--- src/rtl/pwcap_pkg.sv ---
// Package: bit positions of the mode and status registers and the
// decoded mode fields. The field positions are decoded by host software.
package pwcap_pkg;
    localparam int REG_W   = 32;
    // mode register fields
    localparam int M_EN    = 0;
    localparam int M_CLRQ  = 1;
    localparam int M_ERRIE = 5;
    localparam int M_CAPIE = 8;
    localparam int M_SNOOP = 20;
    // status register fields
    localparam int S_BUSY  = 2;
    localparam int S_DROP  = 3;
    localparam int S_CAPI  = 4;
    localparam int S_TERR  = 7;
    localparam int S_LEVEL = 20;

    typedef struct packed {
        logic snoop;
        logic cap_ie;
        logic err_ie;
        logic en;
    } mode_t;
endpackage

--- src/rtl/pwcap_mode.sv ---
// Module: mode register. Holds the enable, interrupt enables and snoop
// bit. It turns a write of the clear-queue bit into a one-cycle pulse
// that is never stored.
// Assumes: wr_en is a single-cycle strobe already qualified by select.
module pwcap_mode
    import pwcap_pkg::*;
(
    input  logic             clk,
    input  logic             rst_n,
    input  logic             wr_en,
    input  logic [REG_W-1:0] wdata,
    output mode_t            mode,
    output logic             clrq_pulse
);
    // Stores the persistent mode fields on a write.
    always_ff @(posedge clk) begin
        if (!rst_n) begin
            mode <= '0;
        end else if (wr_en) begin
            mode.en     <= wdata[M_EN];
            mode.err_ie <= wdata[M_ERRIE];
            mode.cap_ie <= wdata[M_CAPIE];
            mode.snoop  <= wdata[M_SNOOP];
        end
    end

    // Clear-queue command: combinational pulse during the write cycle.
    always_comb clrq_pulse = wr_en & wdata[M_CLRQ];
endmodule

--- src/rtl/pwcap_buf.sv ---
// Module: single-entry payload buffer with an occupancy flag.
// Assumes: take is only asserted when the entry is free or is being
// released in the same cycle; release alone empties the entry.
module pwcap_buf #(
    parameter int WORDS  = 4,
    parameter int WORD_W = 32,
    localparam int PL_W  = WORDS * WORD_W,
    localparam int IDX_W = (WORDS > 1) ? $clog2(WORDS) : 1
) (
    input  logic              clk,
    input  logic              rst_n,
    input  logic              take,
    input  logic              release_q,
    input  logic [PL_W-1:0]   payload,
    input  logic [IDX_W-1:0]  rd_idx,
    output logic              full,
    output logic [WORD_W-1:0] rd_word
);
    logic [WORD_W-1:0] words [WORDS];

    // Occupancy: a capture sets it, a release alone clears it.
    always_ff @(posedge clk) begin
        if (!rst_n)         full <= 1'b0;
        else if (take)      full <= 1'b1;
        else if (release_q) full <= 1'b0;
    end

    // One storage word per payload slice.
    for (genvar g = 0; g < WORDS; g++) begin : g_word
        always_ff @(posedge clk) begin
            if (!rst_n)    words[g] <= '0;
            else if (take) words[g] <= payload[g*WORD_W +: WORD_W];
        end
    end

    // Read port: out-of-range index returns zero.
    always_comb rd_word = (int'(rd_idx) < WORDS) ? words[rd_idx] : '0;
endmodule

--- src/rtl/pwcap_status.sv ---
// Module: status flags. Capture and drop flags are write-one-to-clear.
// The error flag clears only while the unit is disabled. A set beats a
// clear in the same cycle. Busy marks the cycle after a capture.
// Assumes: event inputs are already gated by the enable.
module pwcap_status
    import pwcap_pkg::*;
(
    input  logic             clk,
    input  logic             rst_n,
    input  logic             cap_evt,
    input  logic             drop_evt,
    input  logic             err_evt,
    input  logic             unit_en,
    input  logic             wr_en,
    input  logic [REG_W-1:0] wdata,
    output logic             capi,
    output logic             drop,
    output logic             terr,
    output logic             busy
);
    logic clr_capi, clr_drop, clr_terr;

    // Decode the write-one-to-clear requests.
    always_comb begin
        clr_capi = wr_en & wdata[S_CAPI];
        clr_drop = wr_en & wdata[S_DROP];
        clr_terr = wr_en & wdata[S_TERR] & ~unit_en;
    end

    // Sticky flags with set priority, plus the one-cycle busy marker.
    always_ff @(posedge clk) begin
        if (!rst_n) begin
            capi <= 1'b0;
            drop <= 1'b0;
            terr <= 1'b0;
            busy <= 1'b0;
        end else begin
            capi <= cap_evt  | (capi & ~clr_capi);
            drop <= drop_evt | (drop & ~clr_drop);
            terr <= err_evt  | (terr & ~clr_terr);
            busy <= cap_evt;
        end
    end
endmodule

--- src/rtl/pwcap_unit.sv ---
// Module: port-write capture unit top. It qualifies incoming packets
// against the enable and the buffer level, steers them to capture,
// drop or error, and muxes register reads. It also forms the interrupt.
// Assumes: one register access per cycle, with reg_sel picking the target.
module pwcap_unit
    import pwcap_pkg::*;
#(
    parameter int WORDS  = 4,
    parameter int WORD_W = 32,
    localparam int PL_W  = WORDS * WORD_W,
    localparam int IDX_W = (WORDS > 1) ? $clog2(WORDS) : 1
) (
    input  logic              clk,
    input  logic              rst_n,
    input  logic              pkt_valid,
    input  logic              pkt_err,
    input  logic [PL_W-1:0]   pkt_payload,
    input  logic              reg_sel,
    input  logic              reg_wr,
    input  logic              reg_rd,
    input  logic [REG_W-1:0]  reg_wdata,
    output logic [REG_W-1:0]  reg_rdata,
    input  logic [IDX_W-1:0]  pl_idx,
    output logic [WORD_W-1:0] pl_data,
    output logic              irq
);
    mode_t mode;
    logic  clrq, full;
    logic  good_pkt, cap_evt, drop_evt, err_evt;
    logic  st_capi, st_drop, st_terr, st_busy;
    logic  [REG_W-1:0] mode_word, stat_word;

    pwcap_mode u_mode (
        .clk(clk), .rst_n(rst_n),
        .wr_en(reg_wr & ~reg_sel), .wdata(reg_wdata),
        .mode(mode), .clrq_pulse(clrq)
    );

    // Packet steering: a release in the same cycle frees the entry first.
    always_comb begin
        good_pkt = mode.en & pkt_valid & ~pkt_err;
        cap_evt  = good_pkt & (~full | clrq);
        drop_evt = good_pkt & full & ~clrq;
        err_evt  = mode.en & pkt_valid & pkt_err;
    end

    pwcap_buf #(.WORDS(WORDS), .WORD_W(WORD_W)) u_buf (
        .clk(clk), .rst_n(rst_n),
        .take(cap_evt), .release_q(clrq),
        .payload(pkt_payload), .rd_idx(pl_idx),
        .full(full), .rd_word(pl_data)
    );

    pwcap_status u_stat (
        .clk(clk), .rst_n(rst_n),
        .cap_evt(cap_evt), .drop_evt(drop_evt), .err_evt(err_evt),
        .unit_en(mode.en),
        .wr_en(reg_wr & reg_sel), .wdata(reg_wdata),
        .capi(st_capi), .drop(st_drop), .terr(st_terr), .busy(st_busy)
    );

    // Assemble the register words; the command bit is never shown.
    always_comb begin
        mode_word          = '0;
        mode_word[M_EN]    = mode.en;
        mode_word[M_ERRIE] = mode.err_ie;
        mode_word[M_CAPIE] = mode.cap_ie;
        mode_word[M_SNOOP] = mode.snoop;
        stat_word          = '0;
        stat_word[S_BUSY]  = st_busy;
        stat_word[S_DROP]  = st_drop;
        stat_word[S_CAPI]  = st_capi;
        stat_word[S_TERR]  = st_terr;
        stat_word[S_LEVEL] = full;
    end

    // Read mux, zero outside a read strobe.
    always_comb reg_rdata = !reg_rd ? '0 : (reg_sel ? stat_word : mode_word);

    // Interrupt: enabled capture flag or enabled error flag.
    always_comb irq = (st_capi & mode.cap_ie) | (st_terr & mode.err_ie);
endmodule

--- config.mk ---
export PLATFORM = sky130hd
export DESIGN_NAME = pwcap_unit
export DESIGN_NICKNAME = d
export VERILOG_FILES = /design/src/rtl/pwcap_pkg.sv /design/src/rtl/pwcap_mode.sv /design/src/rtl/pwcap_buf.sv /design/src/rtl/pwcap_status.sv /design/src/rtl/pwcap_unit.sv
export SDC_FILE = /design/constraint.sdc
export NUM_CORES = 1
export LEC_CHECK = 0
export ABC_AREA = 1
export BUFFER_PORTS_ARGS = -buffer_cell sky130_fd_sc_hd__buf_2
export CAP_MARGIN = 15
export CORE_MARGIN = 2
export CORE_UTILIZATION = 35
export DETAILED_ROUTE_END_ITERATION = 10
export PLACE_DENSITY = 0.55
export REMOVE_ABC_BUFFERS = 1
export SLEW_MARGIN = 0
export SYNTH_ARGS = -nofsm -noshare
export SYNTH_HDL_FRONTEND = slang
export SYNTH_SLANG_ARGS = --single-unit
--- constraint.sdc ---
create_clock -name clk -period 8.59 [get_ports clk]
set_input_delay 1.2885 -clock clk [delete_from_list [all_inputs] [get_ports clk]]
set_output_delay 1.2885 -clock clk [all_outputs]
set_load 0.02 [all_outputs]
---- Word-level counts from Yosys, hierarchy flattened ----
Memory sizes are Yosys's and may differ from the RTL's.
Index checks and enable logic that the tools add are counted.
word-level totals
  register bits ........................... 9
  logic and storage cells ................. 58
  output and inout bits ................... 65
  RAM bits ................................ 128
  memories kept ........................... 1
memory list
  name         depth  width  read ports  clocked after memory_dff  write ports  line             RTL
  u_buf.words  4      32     1           0                         4            pwcap_buf.sv:19  logic [WORD_W-1:0] words [WORDS];
operators by class
  reductions and logical operators ........ 1
  bitwise logic cells ..................... 35
  multiplexer cells ....................... 12
operator list
  kind                count
  $mux W32            4
  $mux W21            2
  $and A1 B1 Y1       18
  $or A1 B1 Y1        9
  $not A1 Y1          8
  $mux W1             6
  $reduce_bool A2 Y1  1

---- Logic depth before layout (Yosys ltp) ----
  depth after elaboration ................. 9
  gate-level depth with buffers ........... 8

---- Modules after synthesis ----
From an unflattened synthesis, not the netlist that was laid out.
second synthesis, totals
  cell total of the unflattened synthesis .. 884
  area total of the unflattened synthesis .. 7210.7 um^2
by module, submodules not included
  module        cells an instance  area each (um^2)  instances  sequential area each (um^2)
  pwcap_buf     778                6552.5            1          3863.7
  pwcap_unit    61                 329.1             1          0.0
  pwcap_mode    27                 183.9             1          80.1
  pwcap_status  18                 145.1             1          80.1

---- Worst setup path after synthesis ----
Ideal clock, no wire load.
  path kind ............................... in2reg
  start ................................... input reg_sel
  end ..................................... memory u_buf.words[0][0], enable pin
  path slack .............................. 3.651 ns
  data arrival time ....................... 4.447 ns
  stages .................................. 6
  library setup time ...................... 0.492 ns
  required time ........................... 8.098 ns
  buffers on the path ..................... 1
  cell sequence ........................... buf_4 > inv_4 > nand3_4 > nand2_4 > nand2_1 > nand2_1
RTL lines
  what         line              RTL
  from (decl)  pwcap_unit.sv:18  input logic reg_sel,
  to (decl)    pwcap_buf.sv:19

---- Worst setup path in the final report ----
  start ................................... input pl_idx[0]
  end ..................................... output pl_data[20]
between the ends
  cells in the longest elaborated chain, start to end .. 1
ends and longest elaborated chain
  what            line              RTL
  from (decl)     pwcap_unit.sv:23  input logic [IDX_W-1:0] pl_idx,
  $mem_v2 Z4 W32  n/a
  to (decl)       pwcap_unit.sv:24  output logic [WORD_W-1:0] pl_data,
Every way passes these cells.

==> results.py <==
metrics = {
    "timing": {
        "worst_slew_pin_slew_ps": 988.2,
        "finalCriticalPeriod_ps": 4390,
        "setup_violations": 0,
        "finalHoldViolCount": 0,
        "period_share": 0.5111,
        "rsz0062_at_grt": "no",
        "drv_slew": 0,
        "setup_ws_ps": 4200,
        "fmax_mhz": 227.8,
        "max_slew_margin": 0.3412,
        "finalSetupTns_ps": 0,
        "skew_ps": 7.465,
    },
    "clock_network": {
        "cts_tree": "done",
        "cts_root_buf": "clkbuf_16",
        "clk_path_buf_depth": 2,
        "clk_latency_ps": 410,
        "cts_setup_buffers": 0,
        "clkTransAtPathRegs_ps": 60,
        "cts_resized": 0,
        "cts-htree-levels": 4,
        "hold_buffers": 0,
        "clock_sinks": 137,
        "cts_buffers": 17,
    },
    "global_route": {
        "gr-total-overflow": 0,
        "grt_max_degree": 77,
        "antenna_found_initial": 1,
        "grtUsageTotal": 0.1397,
        "grt_pass1_vias": 4720,
        "grt_pass1_wl_um": 23530,
    },
    "place": {
        "postPlaceCellArea_um2": 8179,
        "port_buffers": 185,
        "pre_cts_ws_ps": 4224,
        "gp_congestion": 0.7521,
        "dp_hpwl_um": 9202,
    },
    "floorplan": {
        "ios": 234,
        "dieArea_um2": 21900,
        "core_um2": 20300,
        "dieHeight_um": 148.0,
        "die_width_um": 148.0,
        "initial_core_util": 0.3574,
        "num_rows": 52,
    },
    "cells_and_area": {
        "multiInputGateArea_um2": 2300,
        "layout_common_cells": "buf_2, inv_1, edfxtp_1",
        "regArea_um2": 4024,
        "layout_commonest_cell": "buf_2",
        "fin_util": 0.4337,
        "final_area_um2": 8803,
        "n_fill_cell": 2035,
        "drive_gt1_frac": 0.3839,
        "synthToLayoutAreaGrowth_pct": 21.33,
        "nets": 1013,
    },
    "status": {
        "status": "finished clean",
    },
    "yosys": {
        "avgSynthCellArea_um2": 10.88,
        "ys_warn_count": 0,
        "synth_top_flop_cell": "edfxtp_1",
        "syn-instance-count": 667,
        "synth_edf_count": 128,
        "synthArstFlopShare": 0,
        "seq_area_frac_synth": 0.5546,
        "ys_types": 23,
        "netlist_area_um2": 7256,
        "ys_ff_latch": 137,
    },
    "critical_path": {
        "worstPathRequired_ps": 7300,
        "worstSetupPathType": "input pin to primary output",
        "endpoint_kind": "primary output",
        "ff2ff_path_depth": 5,
        "path_max_fanout": 65,
        "startpoint_type": "input pin",
        "worstPathArrival_ps": 3100,
    },
    "detailed_routing": {
        "drtIter0Drc": 155,
        "wl_per_cell_um": 13.14,
        "drc_errors": 0,
        "drt.antenna.violating_nets": 0,
        "vias": 4801,
        "viasPerCell": 4.256,
        "dr.pass1.iters": 4,
        "postRouteWirelength_um": 14820,
    },
    "power": {
        "power.density_nw_per_um2": 196.0,
        "p_leak_nw": 3.875,
        "p_total_mw": 1.725,
        "vdd.ir_drop.worst_mv": 0.1261,
    },
    "job": {
        "drv_cap": 0,
    },
    "hold_path": {
        "hold_class": "flip-flop to flip-flop",
        "min_path_cells": 2,
    },
}
## final cells by class
class,count,share of cell area
well taps,270,0.03837
clock inverters,15,0.02231
inverters,141,0.06040
clock buffers,17,0.04832
diodes,1,0.0002843
multi-input cells,354,0.2612
repair buffers,193,0.1120
flip-flops and latches,137,0.4571
## sequential cells by signal, indices dropped and copies added, names as in the netlist
name,cells
u_buf.full,1
u_buf.words,128
u_stat.busy,1
u_stat.terr,1
u_mode.mode,4
u_stat.capi,1
u_stat.drop,1
## metal layers
layer / share of wire / vias to the layer above / global-route usage
met3: 0.058 / 11 / 0.04321
met5: 0 / - / 0
met4: 0.011 / 0 / 0.04095
met1: 0.45 / 2212 / 0.1748
li1: - / 2430 / -
met2: 0.48 / 148 / 0.2333
## cells by family (layout without fill, tap and decap cells)
family	Yosys count	in the layout	share of synthesized area
and+or+nand+nor	222	222	0.2233
buffers and inverters	199	366	0.1414
other	1	25	0.0005168
DFF	137	137	0.5546
AOI/OAI and AO/OA	108	108	0.08019
## stage by stage
step	std cells	hold WS, ps
2_1_floorplan	632	437.8
3_3_place_gp	1095	444.8
3_5_place_dp	1095	461.3
4_1_cts	1127	470.6
5_1_grt	1127	484.4
6_report	1128	466.8
## worst paths after layout
kind | start | endpoint | slack, ps
worst min register to register | u_stat.drop | u_stat.drop | 470
worst min-delay path | u_stat.drop | u_stat.drop | 470
worst max-delay path | pl_idx[0] | pl_data[20] | 4200
worst max register to register | u_mode.mode[0] | u_buf.words[3][0] | 6020
## power by group
| part | total [mW] | switching [mW] | leakage (nW) | internal, mW |
|---|---|---|---|---|
| registers | 0.767 | 0.00707 | 1.40 | 0.760 |
| logic | 0.183 | 0.123 | 2.17 | 0.0595 |
| clock network | 0.775 | 0.288 | 0.298 | 0.487 |
| total | 1.73 | 0.419 | 3.87 | 1.31 |
## Yosys cell counts, types with 2 or more instances
master | count | area (um^2)
inv_1 | 139 | 521.8
edfxtp_1 | 128 | 3844
nor2_1 | 101 | 379.1
nor2_4 | 98 | 1104
o21ai_0 | 68 | 340.3
o22ai_1 | 33 | 206.5
buf_4 | 25 | 187.7
clkbuf_1 | 15 | 56.30
buf_12 | 10 | 200.2
dfxtp_1 | 9 | 180.2
nand2_1 | 9 | 33.78
a21oi_1 | 7 | 35.03
buf_2 | 7 | 35.03
nand3_1 | 6 | 30.03
nor3_1 | 3 | 15.01
nand3_4 | 2 | 35.03
## critical path, cell delays in order
cell	delay, ps
buf_2	90
buf_4	320
inv_2	100
buf_4	580
o21ai_0	170
o22ai_1	250
buf_2	220
Power figures use the tool's default switching activity.
